$ cat config.mk
export PLATFORM = sky130hd
export DESIGN_NAME = cdq_unit
export DESIGN_NICKNAME = d
export VERILOG_FILES = /design/src/rtl/cdq_pkg.sv /design/src/rtl/cdq_const_mul.sv /design/src/rtl/cdq_compress.sv /design/src/rtl/cdq_decompress.sv /design/src/rtl/cdq_unit.sv
export SDC_FILE = /design/constraint.sdc
export NUM_CORES = 1
export LEC_CHECK = 0
export CELL_PAD_IN_SITES_DETAIL_PLACEMENT = 0
export CELL_PAD_IN_SITES_GLOBAL_PLACEMENT = 1
export CORE_ASPECT_RATIO = 0.8
export CORE_MARGIN = 3
export CORE_UTILIZATION = 45
export DETAILED_ROUTE_END_ITERATION = 8
export PLACE_DENSITY = 0.75
export SLEW_MARGIN = 10
export SYNTH_ARGS = -nofsm -noshare
export SYNTH_HDL_FRONTEND = slang
export SYNTH_SLANG_ARGS = --single-unit
$ cat constraint.sdc
create_clock -name clk -period 2.2 [get_ports clk]
set_clock_uncertainty 0.1 [all_clocks]
set_input_delay 0.44 -clock clk [delete_from_list [all_inputs] [get_ports clk]]
set_output_delay 0.44 -clock clk [all_outputs]
set_load 0.02 [all_outputs]
$ cat src/rtl/cdq_pkg.sv
package cdq_pkg;

    // Field modulus and rounding offset
    localparam int unsigned Q           = 3329;
    localparam int unsigned HALF_Q      = (Q - 1) / 2;

    // Coefficient / symbol geometry
    localparam int unsigned COEF_W      = 12;
    localparam int unsigned DMAX        = 12;
    localparam int unsigned WIDTH_W     = $clog2(DMAX + 1);

    // Reciprocal approximation of 1/Q
    localparam int unsigned RECIP       = 5039;
    localparam int unsigned RECIP_SHIFT = 24;

    // Derived widths
    localparam int unsigned Q_W         = $clog2(Q + 1);
    localparam int unsigned RECIP_W     = $clog2(RECIP + 1);
    localparam int unsigned DIV_W       = COEF_W + DMAX;
    localparam int unsigned QE_W        = DIV_W + RECIP_W - RECIP_SHIFT;
    localparam int unsigned REM_W       = QE_W + Q_W;

    typedef enum logic {
        MODE_COMPRESS   = 1'b0,
        MODE_DECOMPRESS = 1'b1
    } cdq_mode_e;

    typedef struct packed {
        logic              valid;
        logic [COEF_W-1:0] value;
    } cdq_result_t;

endpackage

$ cat src/rtl/cdq_const_mul.sv
// Multiply by a fixed constant using shifted partial terms summed in logic.
module cdq_const_mul #(
    parameter int unsigned IN_W    = 12,
    parameter int unsigned CONST_W = 12,
    parameter int unsigned CONST   = 1,
    localparam int unsigned OUT_W  = IN_W + CONST_W
) (
    input  logic [IN_W-1:0]  a,
    output logic [OUT_W-1:0] p
);

    logic [OUT_W-1:0] term [CONST_W];
    logic [OUT_W-1:0] acc;

    for (genvar i = 0; i < CONST_W; i++) begin : g_term
        if (((CONST >> i) & 1) != 0) begin : g_on
            assign term[i] = OUT_W'(a) << i;
        end else begin : g_off
            assign term[i] = '0;
        end
    end

    always_comb begin
        acc = '0;
        for (int i = 0; i < CONST_W; i++) begin
            acc = acc + term[i];
        end
    end

    assign p = acc;

endmodule

$ cat src/rtl/cdq_compress.sv
// Rounded scaling x -> round(x * 2^d / Q) mod 2^d, with no divider.
module cdq_compress
    import cdq_pkg::*;
(
    input  logic [COEF_W-1:0]  x,
    input  logic [WIDTH_W-1:0] d,
    output logic [COEF_W-1:0]  sym
);

    logic [DIV_W-1:0]           dividend;
    logic [DIV_W+RECIP_W-1:0]   scaled;
    logic [QE_W-1:0]            q_est;
    logic [REM_W-1:0]           q_back;
    logic [REM_W-1:0]           rem;
    logic [QE_W-1:0]            q_fix;
    logic [QE_W-1:0]            mask;

    // Dividend carries the half-modulus offset for round-half-up
    assign dividend = (DIV_W'(x) << d) + DIV_W'(HALF_Q);

    // Quotient estimate: dividend * RECIP >> RECIP_SHIFT
    cdq_const_mul #(
        .IN_W    (DIV_W),
        .CONST_W (RECIP_W),
        .CONST   (RECIP)
    ) u_recip_mul (
        .a (dividend),
        .p (scaled)
    );

    assign q_est = QE_W'(scaled >> RECIP_SHIFT);

    // Multiply the estimate back by Q to form the remainder
    cdq_const_mul #(
        .IN_W    (QE_W),
        .CONST_W (Q_W),
        .CONST   (Q)
    ) u_back_mul (
        .a (q_est),
        .p (q_back)
    );

    always_comb begin
        rem   = REM_W'(dividend) - q_back;
        q_fix = (rem >= REM_W'(Q)) ? (q_est + QE_W'(1)) : q_est;
        mask  = (QE_W'(1) << d) - QE_W'(1);
        sym   = COEF_W'(q_fix & mask);
    end

endmodule

$ cat src/rtl/cdq_decompress.sv
// Rounded expansion y -> round(y * Q / 2^d).
module cdq_decompress
    import cdq_pkg::*;
(
    input  logic [COEF_W-1:0]  y,
    input  logic [WIDTH_W-1:0] d,
    output logic [COEF_W-1:0]  coef
);

    localparam int unsigned PROD_W = COEF_W + Q_W;
    localparam int unsigned SUM_W  = PROD_W + 1;

    logic [COEF_W:0]     mask_wide;
    logic [COEF_W-1:0]   y_m;
    logic [PROD_W-1:0]   prod;
    logic [SUM_W-1:0]    rnd;
    logic [SUM_W-1:0]    sum;

    assign mask_wide = ((COEF_W + 1)'(1) << d) - (COEF_W + 1)'(1);
    assign y_m       = y & COEF_W'(mask_wide);

    cdq_const_mul #(
        .IN_W    (COEF_W),
        .CONST_W (Q_W),
        .CONST   (Q)
    ) u_q_mul (
        .a (y_m),
        .p (prod)
    );

    always_comb begin
        rnd  = SUM_W'(1) << (d - WIDTH_W'(1));
        sum  = SUM_W'(prod) + rnd;
        coef = COEF_W'(sum >> d);
    end

endmodule

$ cat src/rtl/cdq_unit.sv
// Compress/decompress unit with one registered stage.
module cdq_unit
    import cdq_pkg::*;
(
    input  logic               clk,
    input  logic               rst_n,
    input  logic               in_valid,
    input  logic               in_mode,
    input  logic [WIDTH_W-1:0] in_width,
    input  logic [COEF_W-1:0]  in_value,
    output logic               out_valid,
    output logic [COEF_W-1:0]  out_value
);

    cdq_result_t       res_d, res_q;
    logic [COEF_W-1:0] cmp_sym;
    logic [COEF_W-1:0] dec_coef;
    logic              width_ok;
    cdq_mode_e         mode;

    cdq_compress u_compress (
        .x   (in_value),
        .d   (in_width),
        .sym (cmp_sym)
    );

    cdq_decompress u_decompress (
        .y    (in_value),
        .d    (in_width),
        .coef (dec_coef)
    );

    assign mode     = cdq_mode_e'(in_mode);
    assign width_ok = (in_width >= WIDTH_W'(1)) && (in_width <= WIDTH_W'(DMAX));

    always_comb begin
        res_d       = res_q;
        res_d.valid = in_valid;
        if (in_valid) begin
            if (!width_ok) begin
                res_d.value = '0;
            end else if (mode == MODE_DECOMPRESS) begin
                res_d.value = dec_coef;
            end else begin
                res_d.value = cmp_sym;
            end
        end
    end

    always_ff @(posedge clk or negedge rst_n) begin
        if (!rst_n) begin
            res_q <= '0;
        end else begin
            res_q <= res_d;
        end
    end

    assign out_valid = res_q.valid;
    assign out_value = res_q.value;

endmodule

==> metrics, run 1 <==
min cycle time layout 13.70 ns; 1st-iter DRT viols 992; sequential element share of the synthesized area 2.49%; storage element area 325 sq um; Reg-to-Reg End out_value[4]$_DFFE_PN0P_; share of layout cells above drive strength 1 34.6%; DRC 0; Startpoint Class input port; most numerous cell on the critical path fa_1; hold crit path type reg -> reg; Top Usage Layer GRT met2; commonest non-fill, non-tap cell in the layout buf_4; Total GRT Usage 30.2%; top cells by area, synth fa_1 (23%), ha_1 (16%), inv_1 (7.1%); largest net degree at the start of global routing 34; initial core utilization 45.9%; htree depth 1; syn nets 1,946; Seq cells post-synth 13; placed wire-length estimate 40,700 microns; met3 Resource Use GR 5.61%; Setup violations, final 12; fillcell total 2,496; Hold Buf Count CTS 0; Arr. time, crit path 13.72 ns; Root Buffer clkbuf_16; n_diodes 0; first-pass GRT wire length 74,700 microns; Avg WL per Cell 18.5 microns; ys async rst share 100%; Worst Path Required 2.22 ns; Hold Path Depth 2; slowest CP cell fa_1; area of the multi-input gates 12,100 sq um; clock sinks 13; cell row count 55; RSZ-0062 raised after global routing true; clk_lat worst skew 0.24 ns; core area 28,400 sq um; Area growth syn-to-layout 43.0%; vias 13,921; R2R Setup Slk 1.16 ns; synthesis warning total 0; Main synth FF type dfrtp_1; Post-Syn Area 13,100 sq um; Crit Path Class in -> reg; Critical Path End Type flip-flop; Worst-Margin Slew 0.663 ns; f_max 73.0 MHz; CTS Buf Count 3; count of cell types in the netlist 91; Placed Cells 2,513; outcome complete, but fails checks; Final Core Density 65.7%; R2R cell count 3; Min Hold Slack 0.415 ns; met2 usage 46.3%; pins over their slew limit 0; nets@finish 2,518; DRT antenna net count 0; Mapped Cells 1,605; vias per std cell 5.47; initial antenna violation count 0; worst r2r src out_value[4]$_DFFE_PN0P_; Hold Startpoint out_value[9]$_DFFE_PN0P_; Finished Layout Cells 2,546; final hold violation count 0; post-synth top area share 23.0%; EDFF count, synth 0; Die W 196 microns; CTS clk-pin slew, worst paths 0.05 ns; failing checks setup timing; most frequent cells in the layout buf_4 (572), inv_1 (237), ha_1 (158); num ports 33; Die Area 31,100 sq um; gp weighted congestion 1.00; DRT Wirelength 47,000 microns; total gr overflow 0; die height 158 microns; CP max FO 7; # port buffers 32; Syn Area/Cell 8.14 sq um; Max Cap Violations 0; hold path endpoint out_value[9]$_DFFE_PN0P_; DRT Pass-1 Iters 6; Rel. slew slack 55.2%; Largest stage delay, worst path 0.54 ns; Max Buffers Root-to-Sink 2; post-synth top area cell fa_1; M1 GR Usage 45.0%; setup ws final -11.50 ns; Tcrit/Tclk final 623%; CTS tree yes; vias in the first global route 14,131
## routing by layer
metal	up-vias	wire [microns]	part of all wire (%)
met5	-	0	0
met4	0	1060	2.3
met3	65	4010	8.5
met2	470	19500	42
met1	6694	22400	48
li1	6692	-	-
## stage by stage
step | worst slack, ns | setup TNS, ns | area [sq um]
final | -11.50 | -137.21 | 18700
after global routing | -12.04 | -143.68 | 18700
after CTS | -11.49 | -136.77 | 18500
after detailed placement | -12.36 | -147.44 | 17900
after global placement | -12.16 | -145.02 | 17900
after floorplan | -11.86 | -141.12 | 13200
## cell families after synthesis
| family | Yosys count | share of synthesized area [%] |
|---|---|---|
| buffers and inverters | 300 | 8.88 |
| adder cells (fa/ha/maj) | 321 | 39.4 |
| AND/OR/NAND/NOR | 449 | 17.1 |
| multiplexers | 68 | 6.72 |
| flip-flops | 13 | 2.49 |
| AO/OA/AOI/OAI | 337 | 17.6 |
| XOR/XNOR | 117 | 7.85 |
## Yosys cell counts (33+ instances only)
library cell	count
nor2_1	123
mux2i_1	39
nand2_1	111
a21o_1	36
xnor2_1	80
inv_1	247
nand3_1	33
xor2_1	37
ha_1	171
a21oi_1	83
fa_1	150
nor3_1	37
o21ai_0	50
## sequential cells by signal, indices dropped and copies added, names as in the netlist
register   flops
out_valid      1
out_value     12
## how the worst max path moves through the flow
stage | start | to | slack (ns) | cells past startpoint
after floorplan | in_width[0] | out_value[1]$_DFFE_PN0P_ | -11.86 | 54
after global placement | in_value[4] | out_value[2]$_DFFE_PN0P_ | -12.16 | 58
after detailed placement | in_value[8] | out_value[2]$_DFFE_PN0P_ | -12.36 | 58
after CTS | in_width[0] | out_value[1]$_DFFE_PN0P_ | -11.49 | 58
after global routing | in_width[0] | out_value[2]$_DFFE_PN0P_ | -12.04 | 58
final | in_width[0] | out_value[1]$_DFFE_PN0P_ | -11.50 | 58
## critical path, delay by kind of cell
| kind | cells | cell delay (ns) |
|---|---|---|
| AOI/OAI and AO/OA | 10 | 2.24 |
| xor gates and xnor gates | 4 | 0.72 |
| adders and majority gates | 12 | 4.40 |
| buffers and inverters | 12 | 1.10 |
| muxes | 4 | 0.66 |
| and+or+nand+nor | 16 | 4.16 |
## area by class of cell
cell class	instances	area share, %
Tap cell	370	2.48
Timing Repair Buffer	613	25.2
Clock buffer	4	0.422
Sequential cell	13	1.74
Multi-Input combinational cell	1292	65.0
Inverter	254	5.12
## what timing repair did
item | 4_1_cts | 5_1_grt
pin swaps | 61 | 22
buffers inserted | 23 | 5
endpoints found under the setup margin | 12 | 12
cloned | 1 | 0
resized for setup | 118 | 29
Power of run 1 is not shown: default switching activity piles up to over one toggle a cycle in this logic, so the estimate is an artifact.
==> run 2, diff against run 1 <==
--- a/config.mk
+++ b/config.mk
@@ -5,6 +5,7 @@
 export SDC_FILE = /design/constraint.sdc
 export NUM_CORES = 1
 export LEC_CHECK = 0
+export CAP_MARGIN = 10
 export CELL_PAD_IN_SITES_DETAIL_PLACEMENT = 0
 export CELL_PAD_IN_SITES_GLOBAL_PLACEMENT = 1
 export CORE_ASPECT_RATIO = 0.8
@@ -12,6 +13,7 @@
 export CORE_UTILIZATION = 45
 export DETAILED_ROUTE_END_ITERATION = 8
 export PLACE_DENSITY = 0.75
+export SETUP_SLACK_MARGIN = 0.02
 export SLEW_MARGIN = 10
 export SYNTH_ARGS = -nofsm -noshare
 export SYNTH_HDL_FRONTEND = slang
==> results of run 2 <==
Same layout as run 1: the final DEF is identical, and so are final timing and power.
Power of run 2 is left out for the same reason.
==> run 3, diff against run 2 <==
--- a/config.mk
+++ b/config.mk
@@ -8,7 +8,6 @@
 export CAP_MARGIN = 10
 export CELL_PAD_IN_SITES_DETAIL_PLACEMENT = 0
 export CELL_PAD_IN_SITES_GLOBAL_PLACEMENT = 1
-export CORE_ASPECT_RATIO = 0.8
 export CORE_MARGIN = 3
 export CORE_UTILIZATION = 45
 export DETAILED_ROUTE_END_ITERATION = 8
==> run 3 against run 2 <==
Against the previous run:
- the flow still finishes with violations (setup timing)
- wire length fell by 5.6%
- count of clock-buffer cells in the layout did not move
- maximum frequency fell by 1.7%
- register-to-register slack got worse by 0.02 ns
- design area rose by 0.37%
- global-route usage fell by 1.4 points
- critical path type unchanged
- setup slack got worse by 0.24 ns
- hold slack got worse by 0.016 ns
- critical path depth fell by 1
- first-iteration DRC count rose by 2.2%
- flip-flop and latch count did not move
- highest routed layer unchanged
- sequential share of layout area barely moved
==> metrics, run 3 (same netlist as run 1, synthesis figures left out) <==
Crit Path Class in -> reg (unchanged); Tcrit/Tclk final 634% (was 623%); Placed Cells 2,515 (was 2,513); Die W 176 microns (was 196 microns); placed wire-length estimate 37,700 microns (was 40,700 microns); slowest CP cell fa_1 (unchanged); die height 176 microns (was 158 microns); CP max FO 6 (was 7); share of layout cells above drive strength 1 34.4% (was 34.6%); htree depth 1 (unchanged); 1st-iter DRT viols 1,014 (was 992); Critical Path End Type flip-flop (unchanged); # port buffers 32 (unchanged); Avg WL per Cell 17.4 microns (was 18.5 microns); most frequent cells in the layout buf_4 (563), inv_1 (236), ha_1 (154) (was buf_4 (572), inv_1 (237), ha_1 (158)); CTS tree yes (unchanged); Worst Path Required 2.22 ns (about the same); RSZ-0062 raised after global routing true (unchanged); final hold violation count 0 (unchanged); Finished Layout Cells 2,549 (was 2,546); Setup violations, final 12 (unchanged); outcome complete, but fails checks (unchanged); num ports 33 (unchanged); DRC 0 (unchanged); setup ws final -11.74 ns (was -11.50 ns); CTS Buf Count 3 (unchanged); Die Area 31,100 sq um (about the same); first-pass GRT wire length 72,600 microns (was 74,700 microns); Total GRT Usage 28.8% (was 30.2%); clock sinks 13 (unchanged); Max Cap Violations 0 (unchanged); total gr overflow 0 (unchanged); clk_lat worst skew 0.24 ns (about the same); cell row count 61 (was 55); Root Buffer clkbuf_16 (unchanged); Area growth syn-to-layout 43.5% (was 43.0%); hold crit path type reg -> reg (unchanged); pins over their slew limit 0 (unchanged); Rel. slew slack 42.3% (was 55.2%); n_diodes 0 (unchanged); DRT antenna net count 0 (unchanged); commonest non-fill, non-tap cell in the layout buf_4 (unchanged); min cycle time layout 13.94 ns (was 13.70 ns); Worst-Margin Slew 0.854 ns (was 0.663 ns); gp weighted congestion 0.934 (was 1.00); DRT Pass-1 Iters 6 (unchanged); dpl cell area 17,900 sq um (about the same); f_max 71.7 MHz (was 73.0 MHz); failing checks setup timing (unchanged); DRT Wirelength 44,400 microns (was 47,000 microns); nets@finish 2,513 (was 2,518); Startpoint Class input port (unchanged); most numerous cell on the critical path fa_1 (unchanged); vias in the first global route 14,171 (was 14,131); Arr. time, crit path 13.96 ns (was 13.72 ns); Largest register FFs 12 (unchanged); CTS clk-pin slew, worst paths 0.05 ns (about the same); initial antenna violation count 0 (unchanged); Hold Buf Count CTS 0 (unchanged); initial core utilization 46.4% (was 45.9%); core area 28,200 sq um (was 28,400 sq um); Finished Cell Area 18,700 sq um (about the same); Max Buffers Root-to-Sink 2 (unchanged); largest net degree at the start of global routing 29 (was 34); vias per std cell 5.36 (was 5.47); vias 13,668 (was 13,921); Largest stage delay, worst path 0.54 ns (about the same)
[run 3: cell count changes in the layout (fill, tap and decap cells not counted), moves of 3 or more]
cell / delta
mux2i_2: -3
ha_4: +3
ha_1: -4
buf_4: -9
[run 3: layout make-up]
class | count | area, sq um
Multi-Input combinational cell | 1292 | 12200
Fill cell | 2355 | 9420
Timing Repair Buffer | 608 | 4710
Inverter | 254 | 956
Tap cell | 378 | 473
Sequential cell | 13 | 325
Clock buffer | 4 | 78.8
[run 3: per-layer routing]
layer	vias up	GRT usage, %	wire length (microns)
li1	6681	-	-
met1	6500	38.8	19700
met2	396	50.0	20900
met3	91	2.90	2240
met4	0	7.23	1480
met5	-	0	0
[run 3: path summary, 6_finish.rpt]
kind                                             to                startpoint  slack [ns]  cells after the start
max                        out_value[1]$_DFFE_PN0P_               in_width[0]      -11.74                     57
min                        out_value[9]$_DFFE_PN0P_  out_value[9]$_DFFE_PN0P_        0.40                      2
max reg2reg                out_value[4]$_DFFE_PN0P_  out_value[4]$_DFFE_PN0P_        1.14                      3
min reg2reg                out_value[9]$_DFFE_PN0P_  out_value[9]$_DFFE_PN0P_        0.40                      2
max in group asynchronous  out_value[4]$_DFFE_PN0P_                     rst_n        1.10                      1
min in group asynchronous       out_valid$_DFF_PN0_                     rst_n        0.49                      1
[run 3: critical path: cells and delay by family]
kind            cells  cell delay [ns]
fa+ha+maj          12             4.31
xor+xnor            4             0.87
simple gates       18             4.82
mux                 4             0.68
compound gates      8             1.75
buf+inv            11             1.08
[run 3: through the flow]
step / utilization, % / setup WS [ns] / TNS [ns] / hold slack (ns)
after floorplan: - / -11.86 / -141.12 / 0.0444
after global placement: 63.6 / -12.09 / -144.32 / 0.383
after detailed placement: 63.6 / -12.49 / -149.02 / 0.398
after CTS: 65.8 / -11.47 / -136.76 / 0.425
after global routing: 66.6 / -12.13 / -144.38 / 0.444
final: 66.6 / -11.74 / -139.43 / 0.399
[run 3: what timing repair did]
item	4_1_cts	5_1_grt
resized for setup	118	30
pin swaps	92	23
setup buffers	22	7
setup endpoints to repair	12	12
gates cloned	1	0
Power of run 3 is left out for the same reason.
